<file path="config.mk">
export PLATFORM = sky130hd
export DESIGN_NAME = vram_host_port
export DESIGN_NICKNAME = d
export VERILOG_FILES = /design/src/rtl/vram_port_pkg.sv /design/src/rtl/vram_ptr_regs.sv /design/src/rtl/vram_fetch.sv /design/src/rtl/vram_host_port.sv
export SDC_FILE = /design/constraint.sdc
export NUM_CORES = 1
export LEC_CHECK = 0
export BUFFER_PORTS_ARGS = -buffer_cell sky130_fd_sc_hd__buf_2
export CAP_MARGIN = 20
export CORE_MARGIN = 8
export CORE_UTILIZATION = 35
export CTS_CLUSTER_DIAMETER = 80
export DETAILED_ROUTE_END_ITERATION = 8
export GPL_ROUTABILITY_DRIVEN = 0
export MAX_ROUTING_LAYER = met4
export PLACE_DENSITY = 0.52
export SYNTH_ARGS = -nofsm -noshare
export SYNTH_HDL_FRONTEND = slang
export SYNTH_SLANG_ARGS = --single-unit
</file>
<file path="constraint.sdc">
create_clock -name clk -period 1.9 [get_ports clk]
set_clock_uncertainty 0.1 [all_clocks]
set_input_delay 0.285 -clock clk [delete_from_list [all_inputs] [get_ports clk]]
set_output_delay 0.285 -clock clk [all_outputs]
set_load 0.005 [all_outputs]
</file>
<file path="src/rtl/vram_port_pkg.sv">
package vram_port_pkg;

  localparam int VP_ADDR_W = 19;
  localparam int VP_DATA_W = 8;

  // Number of address bits kept for a size code.
  function automatic int kept_bits(input logic [1:0] sz, input int aw);
    case (sz)
      2'd0:    return aw - 2;
      2'd1:    return aw - 1;
      default: return aw;
    endcase
  endfunction

  function automatic logic [VP_ADDR_W-1:0] low_mask(input int bits);
    logic [VP_ADDR_W-1:0] m;
    m = '1;
    return m >> (VP_ADDR_W - bits);
  endfunction

  // Logical to physical: mode selects linear or bank interleave, size masks.
  function automatic logic [VP_ADDR_W-1:0] to_phys(input logic [VP_ADDR_W-1:0] la,
                                                   input logic bm,
                                                   input logic [1:0] sz);
    logic [VP_ADDR_W-1:0] off;
    int keep;
    keep = kept_bits(sz, VP_ADDR_W);
    if (!bm) begin
      return la & low_mask(keep);
    end
    off = (la >> 1) & low_mask(keep - 1);
    return {la[0], off[VP_ADDR_W-2:0]};
  endfunction

endpackage

</file>
<file path="src/rtl/vram_ptr_regs.sv">
module vram_ptr_regs #(
  parameter int ADDR_W = 19,
  parameter int SEL_BASE = 0
) (
  input  logic              clk,
  input  logic              rst_n,
  input  logic              ld,
  input  logic [2:0]        sel,
  input  logic [7:0]        wdata,
  input  logic              step,
  output logic [ADDR_W-1:0] ptr,
  output logic              inh,
  output logic              hi_load
);
  localparam int HI_W = ADDR_W - 16;
  localparam logic [2:0] SEL_LO  = 3'(SEL_BASE);
  localparam logic [2:0] SEL_MID = 3'(SEL_BASE + 1);
  localparam logic [2:0] SEL_HI  = 3'(SEL_BASE + 2);

  logic ld_lo, ld_mid, ld_hi;
  assign ld_lo   = ld && (sel == SEL_LO);
  assign ld_mid  = ld && (sel == SEL_MID);
  assign ld_hi   = ld && (sel == SEL_HI);
  assign hi_load = ld_hi;

  always_ff @(posedge clk) begin
    if (!rst_n) begin
      ptr <= '0;
      inh <= 1'b0;
    end else if (ld_lo) begin
      ptr[7:0] <= wdata;
    end else if (ld_mid) begin
      ptr[15:8] <= wdata;
    end else if (ld_hi) begin
      ptr[ADDR_W-1:16] <= wdata[HI_W-1:0];
      inh              <= wdata[7];
    end else if (step && !inh) begin
      ptr <= ptr + 1'b1;
    end
  end
endmodule

</file>
<file path="src/rtl/vram_fetch.sv">
module vram_fetch #(
  parameter int DATA_W = 8
) (
  input  logic              clk,
  input  logic              rst_n,
  input  logic              trigger,
  input  logic              port_busy,
  input  logic [DATA_W-1:0] mem_rdata,
  output logic              mem_re,
  output logic              req,
  output logic [DATA_W-1:0] latch
);
  logic wait_q;

  assign mem_re = req && !port_busy;

  always_ff @(posedge clk) begin
    if (!rst_n) begin
      req    <= 1'b0;
      wait_q <= 1'b0;
      latch  <= '0;
    end else begin
      req    <= mem_re ? trigger : (req || trigger);
      wait_q <= mem_re;
      if (wait_q) latch <= mem_rdata;
    end
  end
endmodule

</file>
<file path="src/rtl/vram_host_port.sv">
module vram_host_port
  import vram_port_pkg::*;
#(
  parameter int ADDR_W = VP_ADDR_W,
  parameter int DATA_W = VP_DATA_W
) (
  input  logic              clk,
  input  logic              rst_n,
  input  logic              reg_we,
  input  logic [2:0]        reg_sel,
  input  logic [7:0]        reg_wdata,
  input  logic              dp_wr,
  input  logic [DATA_W-1:0] dp_wdata,
  input  logic              dp_rd,
  output logic [DATA_W-1:0] dp_rdata,
  input  logic              bitmap_mode,
  input  logic [1:0]        mem_size,
  output logic [ADDR_W-1:0] mem_addr,
  output logic              mem_we,
  output logic [DATA_W-1:0] mem_wdata,
  output logic              mem_re,
  input  logic [DATA_W-1:0] mem_rdata
);
  logic [ADDR_W-1:0] wr_ptr, rd_ptr, wr_phys, rd_phys;
  logic              wr_inh, rd_inh, wr_hi_evt, rd_hi_evt;
  logic              fetch_req, fetch_trig;

  vram_ptr_regs #(.ADDR_W(ADDR_W), .SEL_BASE(0)) u_wptr (
    .clk(clk), .rst_n(rst_n), .ld(reg_we), .sel(reg_sel), .wdata(reg_wdata),
    .step(dp_wr), .ptr(wr_ptr), .inh(wr_inh), .hi_load(wr_hi_evt)
  );

  vram_ptr_regs #(.ADDR_W(ADDR_W), .SEL_BASE(3)) u_rptr (
    .clk(clk), .rst_n(rst_n), .ld(reg_we), .sel(reg_sel), .wdata(reg_wdata),
    .step(dp_rd), .ptr(rd_ptr), .inh(rd_inh), .hi_load(rd_hi_evt)
  );

  assign fetch_trig = dp_rd || rd_hi_evt;

  vram_fetch #(.DATA_W(DATA_W)) u_fetch (
    .clk(clk), .rst_n(rst_n), .trigger(fetch_trig), .port_busy(dp_wr),
    .mem_rdata(mem_rdata), .mem_re(mem_re), .req(fetch_req), .latch(dp_rdata)
  );

  assign wr_phys   = to_phys(wr_ptr, bitmap_mode, mem_size);
  assign rd_phys   = to_phys(rd_ptr, bitmap_mode, mem_size);
  assign mem_we    = dp_wr;
  assign mem_wdata = dp_wdata;
  assign mem_addr  = dp_wr ? wr_phys : rd_phys;
endmodule

</file>
==> out/qor.yml <==
grt:
  grt_max_degree: 24
  grt_use_total_pct: 17.5
  grt_pass1_vias: 3332
  antenna_found_initial: 0
  grt_pass1_wl_um: 17800
  overflow: 0
worst_setup_path:
  cp_max_fo: 9
  endpoint_kind: "primary output"
  path_buf_inv: 2
  start_kind: "flip-flop"
  worstPathRequired_ns: 1.51
  crit_slowest_cell: "mux4_2"
  crit_type: "reg -> out"
  crit_chain: "buf_4, mux4_2, buf_2"
  arrival_ns: 1.48
  worst_path_dominant_cell_family: "multiplexers"
  slowest_delay_ns: 0.49
place:
  placed_cell_area_sq_um: 4030
  portBuffers: 55
  dpl.hpwl_um: 8610
  pre_cts_slack_ns: 0.0572
timing:
  finalCritPeriodShare_pct: 98.4
  finalHoldViolations: 0
  slew_headroom_pct: 60.2
  rsz0062_at_grt: "false"
  tightest_slew_ns: 0.597
  finalSetupViolCount: 0
  max_freq_mhz: 535
  drv_slew: 0
  finalCriticalPeriod_ns: 1.87
  setup_ws_ns: 0.0302
  final.setup.tns_ns: 0
yosys:
  synth_compound_area_share_pct: 20.3
  synth_area_leaders: "dfxtp_1 29%, mux4_2 8.4%, mux2i_1 3.1%"
  synth_xor_area_share_pct: 3.25
  synth_nets: 424
  synth_cells: 387
  synthArstFlopShare_pct: 0
  ys_warn_count: 0
  synth-simple-area-share_pct: 26.5
  netlist.area_leader.share_pct: 28.6
  yosysSeqAreaShare_pct: 28.6
  muxShareOfSynthArea_pct: 13.0
  syn_area_sq_um: 3500
  synthAdderAreaFrac_pct: 0.714
  synth_cell_types: 71
  synth_seq_cells: 50
  synth_edf_count: 0
  yosysTopAreaCell: "dfxtp_1"
  synth_top_family_by_area: "simple AND/OR/NAND/NOR gates"
  synthesis.area_per_instance_sq_um: 9.06
  synth_flop_cell: "dfxtp_1"
power:
  switching_share_pct: 30.7
  power_density_nw_per_um2: 545
  clock_power_share_pct: 28.8
  ir_drop_v: 0.000280
  p_leak_nw: 1.51
  seq_power_share_pct: 51.1
  comb_power_share_pct: 20.1
  net-switching-power_w: 0.000689
  p_int_w: 0.00156
cts:
  clock_latency_ns: 0.31
  cts.sinks: 50
  cts_buffers: 5
  clockBufferDepth: 2
  cts_root_buffer: "clkbuf_8"
  tritoncts: "yes"
  clk_pin_slew_ns: 0.10
  cts_setup_buffers: 0
  ctsResizeCount: 1
  htree_levels: 2
  cts_hold_buffers: 0
floorplan:
  ioPinCount: 72
  row_count: 36
  core_area_sq_um: 9730
  start_util_pct: 36.0
  chipHeight_um: 116
  dieArea_sq_um: 13500
  die-width_um: 116
routing:
  drc: 0
  wl_um: 11500
  num_vias: 3403
  ant_nets: 0
  wl_per_cell_um: 19.5
  drtIter0Drc: 209
  drt_pass1_iterations: 5
  via_per_inst: 5.80
status:
  run_status: "complete, no violations"
layout:
  drive_above_1_share_pct: 31.5
  antenna_cells: 0
  nets: 490
  fin_area_sq_um: 4120
  fillCellCount: 1008
  area_delta_synth_final_pct: 17.6
worst_hold_path:
  hp-class: "in -> reg"
run:
  cap_violations: 0
==> layout make-up <==
| class | instances | area (sq um) | area share, % |
|---|---|---|---|
| clock buffer | 6 | 72.6 | 1.76 |
| clock inverter | 2 | 13.8 | 0.334 |
| tap | 133 | 166 | 4.04 |
| timing repair buffer | 99 | 618 | 15.0 |
| sequential | 50 | 1000 | 24.3 |
| inverter | 3 | 11.3 | 0.273 |
| multi-input combinational | 294 | 2240 | 54.3 |
==> synth_stat cells (3+ instances only) <==
| cell type | number |
|---|---|
| dfxtp_1 | 50 |
| nand2_1 | 27 |
| nor2_1 | 26 |
| o21ai_0 | 20 |
| a21oi_1 | 16 |
| nand3_1 | 15 |
| buf_4 | 14 |
| a31oi_1 | 13 |
| mux4_2 | 13 |
| nand4_1 | 12 |
| a211oi_1 | 11 |
| mux2i_1 | 11 |
| a22oi_1 | 9 |
| clkbuf_1 | 9 |
| or4_1 | 8 |
| xnor2_1 | 8 |
| buf_2 | 7 |
| nor3_1 | 7 |
| o211ai_1 | 7 |
| or3_1 | 6 |
| xor2_1 | 5 |
| a311oi_1 | 4 |
| and3_1 | 4 |
| and4_1 | 4 |
| nor4_1 | 4 |
| o2111ai_1 | 4 |
| o22ai_1 | 4 |
| and2_1 | 3 |
| buf_1 | 3 |
| buf_6 | 3 |
| inv_1 | 3 |
| nand2b_1 | 3 |
| nand3b_1 | 3 |
| nor2b_1 | 3 |
| o31a_1 | 3 |
==> cells in the final DEF, fill, tap and decap left out, types with 4 or more instances in the layout <==
master     count
o22ai_1        4
nand4_1       12
nor3_1         7
a311oi_1       4
o211ai_1       7
dfxtp_1       48
clkbuf_8       5
o21ai_0       20
buf_4         43
nand3_1       15
mux4_2        13
and3_1         4
a211oi_1      11
mux2i_1       11
or3_1          6
a22oi_1        9
nor4_1         4
nand2_1       27
o2111ai_1      4
or4_1          8
a31oi_1       13
nor2_1        26
a21oi_1       16
xor2_1         5
buf_2         55
xnor2_1        8
==> sequential cells by signal, summed over array words and instances, names as in the netlist <==
name	count
u_fetch.wait_q	1
u_rptr.ptr	19
u_fetch.req	1
u_wptr.ptr	19
u_fetch.latch	8
u_wptr.inh	1
u_rptr.inh	1
==> stage by stage <==
stage | total power [W] | util [%] | std cells | hold WS (ns)
after floorplan | 0.00144 | - | 387 | 0.318
final | 0.00225 | 42.4 | 587 | 0.101
after CTS | 0.00226 | 42.3 | 587 | 0.106
after global routing | 0.00235 | 42.4 | 587 | 0.105
after detailed placement | 0.00162 | 41.4 | 579 | 0.359
after global placement | 0.00162 | 41.4 | 579 | 0.350
==> worst register-to-register path, delay by kind of cell (launching register included) <==
family,cells,cell delay [ns]
flops,1,0.44
fa+ha+maj,1,0.20
simple gates,3,0.89
compound gates,1,0.09
==> final timing paths <==
kind,depth (start not counted),slack [ns],end,start
setup / recovery,3,0.03,mem_addr[8],u_wptr.ptr[9]
hold / removal,3,0.10,u_fetch.latch[6],mem_rdata[6]
setup reg to reg,5,0.12,u_wptr.ptr[16],u_wptr.ptr[1]
hold reg to reg,2,0.37,u_wptr.inh,u_wptr.inh
==> per-layer routing <==
metal  share of wire [%]  global-route usage [%]  vias up  wire, um
met2                  49                    29.3      117      5630
li1                    -                       -     1624         -
met5                   0                       -        -         0
met4                 1.9                    5.88        0       221
met1                  44                    21.2     1641      5000
met3                 5.3                    2.50       21       612
==> kinds of logic after synthesis <==
logic type | Yosys count
AOI/OAI and AO/OA | 103
xor gates and xnor gates | 13
adders and majority gates | 2
buffers and inverters | 43
DFF | 50
muxes | 26
and+or+nand+nor | 150
==> power by group through the flow <==
stage | clock, W | combinational, W | sequential (W)
4_1_cts | 0.000659 | 0.000452 | 0.00115
3_5_place_dp | 0 | 0.000451 | 0.00117
6_report | 0.000646 | 0.000451 | 0.00115
5_1_grt | 0.000706 | 0.000487 | 0.00116
3_3_place_gp | 0 | 0.000447 | 0.00117
2_1_floorplan | 0 | 0.000279 | 0.00116
Power figures use the tool's default switching activity.
